--- config.mk ---
export PLATFORM = sky130hd
export DESIGN_NAME = tbit_poller
export DESIGN_NICKNAME = d
export VERILOG_FILES = /design/src/rtl/tbit_pkg.sv /design/src/rtl/tbit_poll_limit.sv /design/src/rtl/tbit_poll_fsm.sv /design/src/rtl/tbit_poller.sv
export SDC_FILE = /design/constraint.sdc
export NUM_CORES = 1
export LEC_CHECK = 0
export BUFFER_PORTS_ARGS = -buffer_cell sky130_fd_sc_hd__buf_2
export CORE_ASPECT_RATIO = 1.75
export CORE_MARGIN = 2
export CORE_UTILIZATION = 50
export CTS_CLUSTER_DIAMETER = 60
export DETAILED_ROUTE_END_ITERATION = 7
export GPL_ROUTABILITY_DRIVEN = 0
export GPL_TIMING_DRIVEN = 0
export PLACE_DENSITY_LB_ADDON = 0.05
export SLEW_MARGIN = 20
export SYNTH_ARGS = -nofsm -noshare
export SYNTH_HDL_FRONTEND = slang
export SYNTH_SLANG_ARGS = --single-unit
--- constraint.sdc ---
create_clock -name clk -period 3.48 [get_ports clk]
set_input_delay 0.522 -clock clk [delete_from_list [all_inputs] [get_ports clk]]
set_output_delay 0.522 -clock clk [all_outputs]
set_load 0.005 [all_outputs]
--- src/rtl/tbit_pkg.sv ---
package tbit_pkg;

    localparam int TOGGLE_POS = 6;
    localparam int LIMIT_POS  = 5;

    typedef enum logic [2:0] {
        ST_IDLE,
        ST_FIRST,
        ST_SECOND,
        ST_RESET,
        ST_DONE
    } poll_state_e;

    typedef enum logic [1:0] {
        V_PASS,
        V_FAIL,
        V_RECHECK,
        V_CONTINUE
    } verdict_e;

    typedef struct packed {
        logic ref_bit;
        logic recheck;
        logic failed;
    } poll_ctx_t;

    function automatic verdict_e judge(input logic [7:0] cur,
                                       input logic       ref_bit,
                                       input logic       recheck,
                                       input logic       limit_last);
        if (cur[TOGGLE_POS] == ref_bit) return V_PASS;
        if (recheck)                    return V_FAIL;
        if (cur[LIMIT_POS])             return V_RECHECK;
        if (limit_last)                 return V_FAIL;
        return V_CONTINUE;
    endfunction

endpackage

--- src/rtl/tbit_poll_limit.sv ---
module tbit_poll_limit #(
    parameter int MAX_POLLS = 1024
) (
    input  logic clk,
    input  logic rst,
    input  logic clr,
    input  logic step,
    output logic last
);
    localparam bit          LIMITED = (MAX_POLLS != 0);
    localparam int          CW      = (MAX_POLLS > 1) ? $clog2(MAX_POLLS) : 1;
    localparam int unsigned TOP     = LIMITED ? MAX_POLLS - 1 : 0;

    logic [CW-1:0] cnt;

    always_ff @(posedge clk) begin
        if (rst || clr)
            cnt <= '0;
        else if (step)
            cnt <= cnt + 1'b1;
    end

    assign last = LIMITED && (cnt == CW'(TOP));

endmodule

--- src/rtl/tbit_poll_fsm.sv ---
module tbit_poll_fsm
    import tbit_pkg::*;
#(
    parameter int AW = 20
) (
    input  logic          clk,
    input  logic          rst,
    input  logic          start,
    input  logic          abort,
    input  logic [AW-1:0] start_addr,
    input  logic [7:0]    rd_data,
    input  logic          rd_valid,
    input  logic          wr_ack,
    input  logic          limit_last,
    output logic          rd_req,
    output logic [AW-1:0] rd_addr,
    output logic          wr_req,
    output logic          done,
    output logic          pass,
    output logic          fail,
    output logic          cnt_clr,
    output logic          cnt_step
);
    poll_state_e   state;
    poll_ctx_t     ctx;
    logic [AW-1:0] addr_q;
    verdict_e      verdict;
    logic          launch;

    assign launch  = start && !abort && (state == ST_IDLE || state == ST_DONE);
    assign verdict = judge(rd_data, ctx.ref_bit, ctx.recheck, limit_last);

    always_ff @(posedge clk) begin
        if (rst) begin
            state  <= ST_IDLE;
            ctx    <= '0;
            addr_q <= '0;
        end else if (abort) begin
            state      <= ST_IDLE;
            ctx.failed <= 1'b0;
        end else begin
            case (state)
                ST_IDLE, ST_DONE: begin
                    if (launch) begin
                        state       <= ST_FIRST;
                        addr_q      <= start_addr;
                        ctx.recheck <= 1'b0;
                        ctx.failed  <= 1'b0;
                    end
                end
                ST_FIRST: begin
                    if (rd_valid) begin
                        ctx.ref_bit <= rd_data[TOGGLE_POS];
                        state       <= ST_SECOND;
                    end
                end
                ST_SECOND: begin
                    if (rd_valid) begin
                        case (verdict)
                            V_PASS:    state <= ST_DONE;
                            V_FAIL: begin
                                state      <= ST_RESET;
                                ctx.failed <= 1'b1;
                            end
                            V_RECHECK: begin
                                ctx.recheck <= 1'b1;
                                state       <= ST_FIRST;
                            end
                            default:   ctx.ref_bit <= rd_data[TOGGLE_POS];
                        endcase
                    end
                end
                ST_RESET: begin
                    if (wr_ack) state <= ST_DONE;
                end
                default: state <= ST_IDLE;
            endcase
        end
    end

    assign rd_req   = (state == ST_FIRST) || (state == ST_SECOND);
    assign rd_addr  = addr_q;
    assign wr_req   = (state == ST_RESET);
    assign done     = (state == ST_DONE);
    assign pass     = done && !ctx.failed;
    assign fail     = ctx.failed && (done || wr_req);
    assign cnt_clr  = launch;
    assign cnt_step = (state == ST_SECOND) && rd_valid && (verdict == V_CONTINUE);

endmodule

--- src/rtl/tbit_poller.sv ---
module tbit_poller #(
    parameter int          AW        = 20,
    parameter int          MAX_POLLS = 1024,
    parameter logic [AW-1:0] RST_ADDR = 'h555,
    parameter logic [7:0]  RST_DATA  = 8'hF0
) (
    input  logic          clk,
    input  logic          rst,
    input  logic          start,
    input  logic          abort,
    input  logic [AW-1:0] start_addr,
    output logic          rd_req,
    output logic [AW-1:0] rd_addr,
    input  logic [7:0]    rd_data,
    input  logic          rd_valid,
    output logic          wr_req,
    output logic [AW-1:0] wr_addr,
    output logic [7:0]    wr_data,
    input  logic          wr_ack,
    output logic          done,
    output logic          pass,
    output logic          fail
);
    logic cnt_clr, cnt_step, limit_last;

    tbit_poll_limit #(.MAX_POLLS(MAX_POLLS)) limit_i (
        .clk  (clk),
        .rst  (rst),
        .clr  (cnt_clr),
        .step (cnt_step),
        .last (limit_last)
    );

    tbit_poll_fsm #(.AW(AW)) fsm_i (
        .clk        (clk),
        .rst        (rst),
        .start      (start),
        .abort      (abort),
        .start_addr (start_addr),
        .rd_data    (rd_data),
        .rd_valid   (rd_valid),
        .wr_ack     (wr_ack),
        .limit_last (limit_last),
        .rd_req     (rd_req),
        .rd_addr    (rd_addr),
        .wr_req     (wr_req),
        .done       (done),
        .pass       (pass),
        .fail       (fail),
        .cnt_clr    (cnt_clr),
        .cnt_step   (cnt_step)
    );

    assign wr_addr = RST_ADDR;
    assign wr_data = RST_DATA;

endmodule

==> flow_metrics.env <==
export IMPL_power_clock_fraction_pct=33.2
export IMPL_final_setup_skew_ns=0.00508
export IMPL_route_layer_met1_wl_um=1520
export IMPL_hold_start="fsm_i.rd_addr[14]"
export IMPL_outcome="completed"
export IMPL_core_region_area_mm2=0.00359
export IMPL_final_max_slew_violation_count=0
export IMPL_timing_final_crit_share_pct=70.9
export IMPL_cts_post_setup_buffers_inserted=0
export IMPL_startpoint_type="flip-flop"
export IMPL_report_final_hold_viol_count=0
export IMPL_total_power_uw=831
export IMPL_cts_inserted_buffers=5
export IMPL_tritoncts_num_sinks=36
export IMPL_dpl_worst_slack_ns=0.944
export IMPL_cts_max_level=2
export IMPL_detailroute_via_count=1646
export IMPL_maxCapViolCount=0
export IMPL_finalHoldWorstSlack_ns=0.451
export IMPL_finalWorstSetupSlack_ns=1.01
export IMPL_critical_path_required_time_ns=3.70
export IMPL_worst_r2r_path_depth=8
export IMPL_holdPathStages=2
export IMPL_ioPinCount=87
export IMPL_synth_yosys_seq_area_share_pct=38.4
export IMPL_power_internal_uw=622
export IMPL_die_width_um=50.3
export IMPL_grt_use_total_pct=19.1
export IMPL_combinational_cell_fraction_of_total_power_pct=14.8
export IMPL_synthesis_area_per_instance_um2=8.15
export IMPL_finalWirelength_um=3910
export IMPL_period_needed_ns=2.47
export IMPL_timing_reg2reg_setup_slack_ns=1.01
export IMPL_clkTransAtPathRegs_ns=0.07
export IMPL_antenna_violating_nets_post_route=0
export IMPL_synth_cell_area_mm2=0.00188
export IMPL_proportion_of_layout_cells_with_a_drive_suffix_above_1_pct=30.8
export IMPL_routed_wire_length_per_instance_um=10.8
export IMPL_p_per_area_mw_per_mm2=351
export IMPL_insertion_delay_ns=0.28
export IMPL_yosys_register_bits=36
export IMPL_met3RoutedLength_um=216
export IMPL_drt_pre_antenna_iters=4
export IMPL_syn_instance_count=230
export IMPL_endpoint_kind="flip-flop"
export IMPL_share_of_total_power_in_sequential_cells_pct=52.0
export IMPL_initial_core_util_pct=52.2
export IMPL_fp_dieArea_mm2=0.00428
export IMPL_num_antenna_cells=0
export IMPL_grt_ovfl_total=0
export IMPL_grt_first_pass_wirelength_um=6380
export IMPL_grt_max_degree=11
export IMPL_yosysWarnings=0
export IMPL_critical_path_reg2reg_startpoint="limit_i.cnt[0]"
export IMPL_p_sw_share_pct=25.1
export IMPL_final_net_count=355
export IMPL_fillers=346
export IMPL_setup_total_negative_slack_ns=0
export IMPL_met2RoutedLength_um=2100
export IMPL_drc_errors=0
export IMPL_max_clock_path_buffers=2
export IMPL_top_signal_layer_used="met4"
export IMPL_setup_repair_after_global_routing_missed_its_margin="false"
export IMPL_final_setup_violating_endpoints=0
export IMPL_synth_cell_types=36
export IMPL_most_frequent_standard_cell_in_the_layout_excluding_fill_and_tap_cells="sky130_fd_sc_hd__buf_2"
export IMPL_route_detailed_vias_per_inst=4.56
export IMPL_worstReg2RegEnd="fsm_i.state[2]"
export IMPL_rows=29
export IMPL_drt_iter0_drc=8
export IMPL_port_buffers=52
export IMPL_power_static_leakage_uw=0.00114
export IMPL_ir_worst_vdd_uv=333
export IMPL_holdBufCountCts=0
export IMPL_setup_worst_path_class="flip-flop to flip-flop"
export IMPL_die_y_um=85.0
export IMPL_detailed_place_hpwl_um=3090
export IMPL_hp_class="flip-flop to flip-flop"
export IMPL_grt_pass1_vias=1503
export IMPL_hold_end="fsm_i.rd_addr[14]"
export IMPL_worst_ep_arrival_time_ns=2.69
export IMPL_worst_path_max_fanout=4
export IMPL_tritoncts="built"
export IMPL_commonest_non_fill_non_tap_cells_in_the_layout="sky130_fd_sc_hd__buf_2, sky130_fd_sc_hd__nand2_1, sky130_fd_sc_hd__dfxtp_1"
export IMPL_ctsResizeCount=0
export IMPL_max_freq_mhz=405
export IMPL_area_growth_pct=26.3
export IMPL_power_net_switching_uw=209
export IMPL_grt_antenna_before_repair=0
export IMPL_cts_root_buf="sky130_fd_sc_hd__clkbuf_8"
synthesized netlist by cell type (all sizes together):
master	number	area share, %
o32a	1	0.53
conb	2	0.40
xor2	7	3.3
o22ai	1	0.33
a311o	1	0.53
and4	1	0.47
nor2b	3	1.0
nand2b	3	1.0
buf	34	14
nor2	12	2.4
xnor2	1	0.47
or3	3	1.0
and4bb	1	0.67
nand3	5	1.6
dfxtp	36	38
o311ai	1	0.87
and3	3	1.0
inv	7	1.4
nand3b	4	1.6
nand2	48	9.6
nand4	4	1.3
a2111oi	1	0.80
clkbuf	4	0.80
o2111ai	1	0.47
a21boi	2	0.80
ha	6	4.0
o21ai	3	0.80
mux2i	3	1.6
nor4	1	0.33
or2	1	0.33
and2	4	1.4
a21oi	26	6.9
registers in the layout, summed over array words and instances, names as in the netlist:
| name | cells |
|---|---|
| fsm_i.ctx | 3 |
| limit_i.cnt | 10 |
| fsm_i.rd_addr | 20 |
| fsm_i.state | 3 |
worst max-delay path by stage:
stage                     depth (start not counted)             end  slack (ns)           start
final                                             8  fsm_i.state[2]        1.01  limit_i.cnt[0]
after global routing                              9  fsm_i.state[2]        0.87  limit_i.cnt[4]
after CTS                                         8  fsm_i.state[2]        0.99  limit_i.cnt[0]
after detailed placement                          9  fsm_i.state[2]        0.94      rd_data[6]
after global placement                            9  fsm_i.state[2]        0.97      rd_data[6]
after floorplan                                   8  fsm_i.state[0]        1.18  limit_i.cnt[0]
cell families (layout without fill, tap and decap cells):
kind of cell	Yosys count	after routing	share of synthesized area, %
compound gates	37	37	12.1
xor+xnor	8	8	3.74
flops	36	36	38.4
fa+ha+maj	6	6	4.00
buf+inv	45	104	16.0
simple gates	93	93	23.7
other cells	2	28	0.400
mux	3	3	1.60
area by class of cell:
class	instances	area [µm²]	share of cell area, %
flip-flops and latches	36	721	30.4
clock inverters	1	5.00	0.211
repair buffers	52	260	11.0
clock buffers	6	72.6	3.06
plain buffers	38	274	11.6
multi-input cells	175	952	40.2
well taps	46	57.6	2.43
inverters	7	26.3	1.11
worst max-delay path, cell delays in order (launching register included):
cell and delay (ns):
sky130_fd_sc_hd__dfxtp_1 0.33, sky130_fd_sc_hd__ha_1 0.21, sky130_fd_sc_hd__and2_2 0.23, sky130_fd_sc_hd__a311o_1 0.36, sky130_fd_sc_hd__ha_1 0.23, sky130_fd_sc_hd__or3_1 0.38, sky130_fd_sc_hd__o32a_1 0.32, sky130_fd_sc_hd__o311ai_2 0.13
sky130_fd_sc_hd__mux2i_1 0.22
metal layers:
metal	vias up	global-route usage (%)
met5	-	0
met4	0	8.35
met3	7	5.11
met2	50	34.7
met1	719	19.9
li1	870	-
stage by stage:
| step | cell area [µm²] | utilization (%) | cells |
|---|---|---|---|
| 2_1_floorplan | 1970 | - | 256 |
| 3_3_place_gp | 2290 | 63.8 | 354 |
| 3_5_place_dp | 2290 | 63.8 | 354 |
| 4_1_cts | 2370 | 65.9 | 361 |
| 5_1_grt | 2370 | 65.9 | 361 |
| 6_report | 2370 | 65.9 | 361 |
power groups by stage:
stage	Combinational, µW	Clock, µW	Sequential, µW
6_report	123	276	432
5_1_grt	139	302	433
4_1_cts	123	284	432
3_5_place_dp	122	0	441
3_3_place_gp	121	0	441
2_1_floorplan	79.2	0	442
Note: power is estimated with default switching activity, not from simulation.
